`config.mk`:
```
export PLATFORM = sky130hd
export DESIGN_NAME = rnd_sat_adder
export DESIGN_NICKNAME = d
export VERILOG_FILES = /design/src/rtl/rsa_pkg.sv /design/src/rtl/rsa_sum.sv /design/src/rtl/rsa_window.sv /design/src/rtl/rsa_flags.sv /design/src/rtl/rnd_sat_adder.sv
export SDC_FILE = /design/constraint.sdc
export NUM_CORES = 1
export LEC_CHECK = 0
export BUFFER_PORTS_ARGS = -buffer_cell sky130_fd_sc_hd__buf_2
export CORE_ASPECT_RATIO = 0.6
export CORE_MARGIN = 4
export CORE_UTILIZATION = 55
export DETAILED_ROUTE_END_ITERATION = 10
export PLACE_DENSITY = 0.87
export SYNTH_ARGS = -nofsm -noshare
export SYNTH_HDL_FRONTEND = slang
export SYNTH_SLANG_ARGS = --single-unit
```
`constraint.sdc`:
```
create_clock -name clk -period 1 [get_ports clk]
set_input_delay 0.05 -clock clk [delete_from_list [all_inputs] [get_ports clk]]
set_output_delay 0.05 -clock clk [all_outputs]
set_load 0.03 [all_outputs]
```
`src/rtl/rsa_pkg.sv`:
```
package rsa_pkg;

  typedef enum logic [1:0] {
    MODE_PLAIN  = 2'b00,
    MODE_NARROW = 2'b01,
    MODE_WIDE   = 2'b10,
    MODE_ALIAS  = 2'b11
  } rmode_e;

  // bit 4 .. bit 0
  typedef struct packed {
    logic sticky;
    logic ovf_cp;
    logic ovf;
    logic neg;
    logic zero;
  } rflags_t;

  localparam int unsigned FLAG_W = $bits(rflags_t);

  // window index used by the extraction stage
  function automatic logic [1:0] win_index(rmode_e m);
    case (m)
      MODE_NARROW: win_index = 2'd1;
      MODE_WIDE:   win_index = 2'd2;
      default:     win_index = 2'd0;
    endcase
  endfunction

endpackage

```
`src/rtl/rsa_sum.sv`:
```
module rsa_sum
  import rsa_pkg::*;
#(
  parameter int unsigned DATA_W   = 32,
  parameter int unsigned GUARD_W  = 4,
  parameter int unsigned SH_PLAIN = 16,
  parameter int unsigned SH_NAR   = 12,
  parameter int unsigned SH_WIDE  = 20,
  localparam int unsigned EXT_W   = DATA_W + GUARD_W
) (
  input  rmode_e                   mode,
  input  logic                     sub,
  input  logic [DATA_W-1:0]        a,
  input  logic [DATA_W-1:0]        b,
  output logic signed [EXT_W-1:0]  sum
);

  logic signed [EXT_W-1:0] ext_a;
  logic signed [EXT_W-1:0] ext_b;
  logic signed [EXT_W-1:0] addend;
  logic signed [EXT_W-1:0] rnd_k;
  logic [1:0]              widx;

  assign ext_a = {{GUARD_W{a[DATA_W-1]}}, a};
  assign ext_b = {{GUARD_W{b[DATA_W-1]}}, b};
  assign widx  = win_index(mode);

  // second operand takes part only in the two-operand windows
  always_comb begin
    if (widx == 2'd0)  addend = '0;
    else if (sub)      addend = -ext_b;
    else               addend = ext_b;
  end

  // half-LSB of the selected output window
  always_comb begin
    case (widx)
      2'd1:    rnd_k = EXT_W'(1) << (SH_NAR - 1);
      2'd2:    rnd_k = EXT_W'(1) << (SH_WIDE - 1);
      default: rnd_k = EXT_W'(1) << (SH_PLAIN - 1);
    endcase
  end

  assign sum = ext_a + addend + rnd_k;

endmodule

```
`src/rtl/rsa_window.sv`:
```
module rsa_window
  import rsa_pkg::*;
#(
  parameter int unsigned EXT_W    = 36,
  parameter int unsigned RES_W    = 16,
  parameter int unsigned SH_PLAIN = 16,
  parameter int unsigned SH_NAR   = 12,
  parameter int unsigned SH_WIDE  = 20,
  localparam int unsigned N_WIN   = 3
) (
  input  rmode_e                  mode,
  input  logic signed [EXT_W-1:0] sum,
  output logic [RES_W-1:0]        res,
  output logic                    ovf
);

  localparam int unsigned SH_TAB [N_WIN] = '{SH_PLAIN, SH_NAR, SH_WIDE};
  localparam logic [RES_W-1:0] MAX_POS = {1'b0, {(RES_W-1){1'b1}}};
  localparam logic [RES_W-1:0] MAX_NEG = {1'b1, {(RES_W-1){1'b0}}};

  logic signed [EXT_W-1:0] cand   [N_WIN];
  logic [N_WIN-1:0]        fits;
  logic [RES_W-1:0]        sat_v  [N_WIN];
  logic [1:0]              widx;

  for (genvar g = 0; g < N_WIN; g++) begin : g_win
    assign cand[g] = sum >>> SH_TAB[g];
    // in range when every bit from the result sign upward agrees
    assign fits[g] = (&cand[g][EXT_W-1:RES_W-1]) | ~(|cand[g][EXT_W-1:RES_W-1]);
    always_comb begin
      if (fits[g])                sat_v[g] = cand[g][RES_W-1:0];
      else if (cand[g][EXT_W-1])  sat_v[g] = MAX_NEG;
      else                        sat_v[g] = MAX_POS;
    end
  end

  assign widx = win_index(mode);

  always_comb begin
    case (widx)
      2'd1: begin
        res = sat_v[1];
        ovf = ~fits[1];
      end
      2'd2: begin
        res = sat_v[2];
        ovf = ~fits[2];
      end
      default: begin
        res = sat_v[0];
        ovf = ~fits[0];
      end
    endcase
  end

endmodule

```
`src/rtl/rsa_flags.sv`:
```
module rsa_flags
  import rsa_pkg::*;
#(
  parameter int unsigned RES_W = 16
) (
  input  logic             clk,
  input  logic             rst_n,
  input  logic             op_fire,
  input  logic [RES_W-1:0] res,
  input  logic             ovf,
  input  logic             ld_en,
  input  rflags_t          ld_val,
  output rflags_t          flags
);

  rflags_t flags_d;
  logic    flags_en;

  assign flags_en = ld_en | op_fire;

  always_comb begin
    flags_d = flags;
    if (ld_en) begin
      flags_d = ld_val;
    end else if (op_fire) begin
      flags_d.zero   = (res == '0);
      flags_d.neg    = res[RES_W-1];
      flags_d.ovf    = ovf;
      flags_d.ovf_cp = ovf;
      flags_d.sticky = flags.sticky | ovf;
    end
  end

  always_ff @(posedge clk or negedge rst_n) begin
    if (!rst_n) begin
      flags <= '0;
    end else if (flags_en) begin
      flags <= flags_d;
    end
  end

endmodule

```
`src/rtl/rnd_sat_adder.sv`:
```
module rnd_sat_adder
  import rsa_pkg::*;
#(
  parameter int unsigned DATA_W   = 32,
  parameter int unsigned RES_W    = 16,
  parameter int unsigned SH_NAR   = 12,
  parameter int unsigned SH_WIDE  = 20,
  localparam int unsigned GUARD_W = 4,
  localparam int unsigned EXT_W   = DATA_W + GUARD_W,
  localparam int unsigned SH_PLAIN = DATA_W - RES_W,
  localparam int unsigned DST_W   = 2 * RES_W
) (
  input  logic              clk,
  input  logic              rst_n,
  input  logic              op_valid,
  input  logic [1:0]        op_mode,
  input  logic              op_sub,
  input  logic              op_hi,
  input  logic [DATA_W-1:0] src_a,
  input  logic [DATA_W-1:0] src_b,
  input  logic [DST_W-1:0]  dst_in,
  input  logic              stat_wr,
  input  logic [4:0]        stat_wdata,
  output logic [RES_W-1:0]  res_out,
  output logic [DST_W-1:0]  dst_out,
  output logic [4:0]        flags_out
);

  rmode_e                  mode;
  logic signed [EXT_W-1:0] sum;
  logic [RES_W-1:0]        res_c;
  logic                    ovf_c;
  logic [RES_W-1:0]        res_d;
  logic [DST_W-1:0]        dst_d;
  rflags_t                 flags_q;

  assign mode = rmode_e'(op_mode);

  rsa_sum #(
    .DATA_W  (DATA_W),
    .GUARD_W (GUARD_W),
    .SH_PLAIN(SH_PLAIN),
    .SH_NAR  (SH_NAR),
    .SH_WIDE (SH_WIDE)
  ) u_sum (
    .mode(mode),
    .sub (op_sub),
    .a   (src_a),
    .b   (src_b),
    .sum (sum)
  );

  rsa_window #(
    .EXT_W   (EXT_W),
    .RES_W   (RES_W),
    .SH_PLAIN(SH_PLAIN),
    .SH_NAR  (SH_NAR),
    .SH_WIDE (SH_WIDE)
  ) u_win (
    .mode(mode),
    .sum (sum),
    .res (res_c),
    .ovf (ovf_c)
  );

  rsa_flags #(
    .RES_W(RES_W)
  ) u_flags (
    .clk    (clk),
    .rst_n  (rst_n),
    .op_fire(op_valid),
    .res    (res_c),
    .ovf    (ovf_c),
    .ld_en  (stat_wr),
    .ld_val (rflags_t'(stat_wdata)),
    .flags  (flags_q)
  );

  // merge into the selected half
  always_comb begin
    res_d = res_c;
    if (op_hi) dst_d = {res_c, dst_in[RES_W-1:0]};
    else       dst_d = {dst_in[DST_W-1:RES_W], res_c};
  end

  always_ff @(posedge clk or negedge rst_n) begin
    if (!rst_n) begin
      res_out <= '0;
      dst_out <= '0;
    end else if (op_valid) begin
      res_out <= res_d;
      dst_out <= dst_d;
    end
  end

  assign flags_out = flags_q;

endmodule

```
==> impl_metrics.toml, run 1 <==
[synthesis]
yosysSeqAreaShare_pct = 20.9
syn_area_per_cell_um2 = 7.71
synth_area_um2 = 6340
synth_warnings = 0
ys_types = 70
ys.flop_type = "dfrtp_1"
syn-instance-count = 823
synth.net_count = 1002
ys_ff_latch = 53
async_reset_ff_share_pct = 100
synth-edff-count = 0

[clock_network]
cts_max_level = 2
clockBufferDepth = 2
numCtsBuffers = 5
root_buffer = "clkbuf_16"
clock_sinks = 53

[placement]
dp.final_hpwl_um = 21300
dp_slack_ps = -5390
routabilityCongestion = 1.20
post-place-cells = 1347
io_buffers = 161
place_area_um2 = 9420

[floorplanning]
start_util_pct = 56.1
boundaryPins = 162
num_rows = 30
die_x_um = 147
die_h_um = 91.2

[grt]
grt_start_max_net_pins = 44
grt_util_all_layers_pct = 103
grt-ovfl-total = 1307

[status]
status = "stopped before the end"
haltStage = "global routing (5_1_grt)"
error = "[ERROR GRT-0232] Routing congestion too high. Check the congestion heatmap in the GUI."
## repair_timing
item                       CTS
hold endpoints to repair    57
hold buffers                 5
setup buffers               36
gates resized for setup    108
pin swaps                   55
setup endpoints to repair   53
## cells in the mapped netlist (6+ instances only)
cell type | instances | area [µm²]
inv_1 | 28 | 105
nand2_1 | 70 | 263
nor2_1 | 95 | 357
o21a_1 | 8 | 60.1
a221o_1 | 7 | 70.1
o31ai_1 | 7 | 52.6
nor3_1 | 16 | 80.1
dfrtp_1 | 53 | 1330
a21oi_1 | 89 | 445
a211oi_1 | 10 | 75.1
or4_1 | 8 | 60.1
or3_1 | 6 | 37.5
nand3_1 | 11 | 55.1
clkbuf_1 | 36 | 135
mux2i_1 | 22 | 220
or2_2 | 6 | 37.5
xnor2_1 | 13 | 114
nand4_1 | 17 | 106
a31oi_1 | 11 | 68.8
ha_1 | 67 | 838
nor2b_1 | 8 | 50.1
nor4_1 | 8 | 50.1
mux2_2 | 17 | 191
and2_1 | 10 | 62.6
buf_1 | 6 | 22.5
nand2b_1 | 6 | 37.5
o21ai_1 | 6 | 30.0
o21ai_0 | 59 | 295
o211ai_1 | 8 | 60.1
xor2_1 | 36 | 315
## routing by layer
layer / GRT overflow / GRT usage, %
met1: 18 / 89.9
met2: 928 / 132
met3: 35 / 84.1
met4: 324 / 117
met5: 2 / 61.9
## kinds of logic after synthesis
logic type	after synthesis	synth area share, %
buf+inv	74	4.54
mux	39	6.49
flops	53	20.9
xor+xnor	49	6.77
fa+ha+maj	70	14.2
simple gates	282	21.8
compound gates	256	25.4
## stage by stage
| stage | TNS, ps | hold slack (ps) |
|---|---|---|
| floorplan | -222850 | -246 |
| global placement | -253120 | -42.9 |
| detailed placement | -265420 | -39.8 |
| CTS | -242540 | 26.9 |
==> run 2, diff against run 1 <==
CORE_ASPECT_RATIO = unset   (was 0.6)
CORE_UTILIZATION = 40   (was 55)
PLACE_DENSITY = unset   (was 0.87)
PLACE_DENSITY_LB_ADDON = 0.15   (was unset)
==> impl_metrics.toml, run 2 <==
[route]
drtIter0Drc = 513
top_layer = "met4"
met1Wirelength_um = 10500
drc = 0
avgViaCountPerCell = 5.34
ant_nets = 0
wl_per_cell_um = 16.3
routed_wl_um = 23700
drt_pass1_iterations = 5
num_vias = 7757
route.met2.wl_um = 11500
wl_met3_um = 1300

[synthesis]
synth.net_count = 1002
yosysSeqAreaShare_pct = 20.9
netlist.area_leader.share_pct = 20.9
syn_area_per_cell_um2 = 7.71
yosysTopAreaCell = "dfrtp_1"
syn-instance-count = 823
synth_warnings = 0
ys.flop_type = "dfrtp_1"
synth_area_um2 = 6340
synth-edff-count = 0
synth_most_common_cell = "nor2_1"
ys_types = 70
synth_commonest_cells = "nor2_1 (95), a21oi_1 (89), nand2_1 (70), ha_1 (67), o21ai_0 (59)"
ys_ff_latch = 53
synth_top_cells_by_area = "dfrtp_1 (21%), ha_1 (13%), a21oi_1 (7.0%)"
async_reset_ff_share_pct = 100

[worst_setup_path]
cp_top_family = "simple AND/OR/NAND/NOR gates"
crit_buf_inv = 3
arrival_ps = 6100
reg2reg_depth = 2
cp_num_cells = 29
critPathCaptureType = "flop"
cp_data_required_time_ps = 1230
r2r_setup_slack_ps = 110
cp_slowest_cell = "or4_1"
worstPathMaxFanout = 5
max_stage_delay_ps = 540
cp-start-kind = "primary input"
critPathKind = "primary input to flop"

[floorplanning]
die-area_um2 = 17900
core_um2 = 15400
start_util_pct = 41.3
num_rows = 45
die_h_um = 134
boundaryPins = 162
die_x_um = 134

[grt]
grt_start_max_net_pins = 82
grt_pass1_wl_um = 38300
grt_util_all_layers_pct = 25.7
antenna_found_initial = 0
grt_pass1_vias = 7801
grt-ovfl-total = 0

[cells_and_area]
multi_input_area_um2 = 5570
fin_util_pct = 69.1
fillers = 1291
diodes = 0
final-seq-area_um2 = 1330
drive_above_1_share_pct = 49.7
largest_reg_flops = 32
syn_to_final_growth_pct = 67.4
final_cell_mix = "buf_4 (267), buf_2 (159), nor2_1 (86)"
nets = 1420
reg.largest.list = "dst_out x32, res_out x16, u_flags.flags x5"
largest-register = "dst_out"
final_area_um2 = 10600
mostFrequentLayoutCell = "buf_4"

[sta]
clock_skew_ps = 0
rsz0062_at_grt = "true"
fin_ws_ps = -4870
setup_viol = 53
min_period_over_period_pct = 587
fmax_mhz = 170
hold_viol_final = 0
slew_headroom_pct = 64.1
hold_ws_ps = 29.5
post-route-min-period_ps = 5870
final-max-slew-violation-count = 0
worstMarginPinSlew_ps = 535

[pwr]
clockPowerShare_pct = 11.5
finalPower_w = 0.0154
p_int_w = 0.00851
share_seq_of_total_power_pct = 18.5
power.leakage_nw = 5.05
power_per_cell_area_nw_per_um2 = 1450
p_sw_w = 0.00691
ir_drop_uv = 825
comb_power_share_pct = 70.0
p_sw_share_pct = 44.8

[clock_network]
clock_sinks = 53
clk_pin_slew_worst_paths_ps = 70
clockBufferDepth = 2
clk_latency_ps = 300
numCtsBuffers = 5
cts_tree = "done"
cts_max_level = 2
root_buffer = "clkbuf_16"

[status]
status = "finished with violations"
failed_checks = "setup timing"

[placement]
dp.final_hpwl_um = 19400
routabilityCongestion = 0.988
io_buffers = 161
place_area_um2 = 9690
dp_slack_ps = -5300

[worst_hold_path]
hold_path_class = "primary input to flop"
whs_path_depth = 3

[job]
maxCapViolCount = 0
==> run 2: cell counts after synthesis <==
No cell type changed its count.
==> run 2: final timing paths <==
check | to | start
worst max-delay path | u_flags.flags[0] | src_b[0]
worst min-delay path | dst_out[20] | dst_in[20]
worst max register to register | u_flags.flags[0] | u_flags.flags[0]
worst min register to register | dst_out[12] | dst_out[12]
max in group asynchronous | dst_out[15] | rst_n
min in group asynchronous | u_flags.flags[1] | rst_n
==> run 2: cell families (layout without fill, tap and decap cells) <==
kind of cell	after synthesis	count (layout)	share of synthesized area (%)
AND/OR/NAND/NOR	282	282	21.8
AO/OA/AOI/OAI	256	256	25.4
buffers and inverters	74	493	4.54
adder cells (fa/ha/maj)	70	70	14.2
flip-flops	53	53	20.9
XOR/XNOR	49	49	6.77
multiplexers	39	39	6.49
==> run 2: final cells by class <==
cell class	instances	share of cell area, %
multi-input cells	696	52.4
clock buffers	5	1.18
inverters	29	1.24
repair buffers	456	30.0
well taps	211	2.49
clock inverters	3	0.200
flip-flops and latches	53	12.5
==> run 2: power by group through the flow <==
stage               Sequential (W)  Combinational, W  Clock [W]
finish                     0.00285            0.0108    0.00178
global route               0.00291            0.0116    0.00190
CTS                        0.00285            0.0102    0.00180
detailed placement         0.00288           0.00973          0
global placement           0.00286           0.00967          0
floorplan                  0.00383           0.00434          0
==> run 2: routing by layer <==
layer | up-vias | GRT usage (%)
li1 | 3877 | -
met5 | - | 0
met4 | 0 | 4.57
met1 | 3629 | 35.0
met2 | 220 | 44.3
met3 | 31 | 3.04
==> run 2: repair_timing <==
item	CTS	global route
hold endpoints to repair	57	0
pin swaps	43	28
cloned	0	0
endpoints found under the setup margin	53	53
hold buffers	5	0
gates resized for setup	70	63
buffers inserted	12	11
==> run 2: stage by stage <==
step | instances | setup TNS (ps)
after floorplan | 823 | -222850
after global placement | 1424 | -263610
after detailed placement | 1424 | -267990
after CTS | 1446 | -238930
after global routing | 1453 | -250660
final | 1453 | -240130
==> run 2: worst register-to-register path, cell delays in order (launching register included) <==
cell and delay (ps):
dfrtp_1 410, a22oi_1 250, o21ai_1 110
Note: power is estimated with default switching activity, not from simulation.
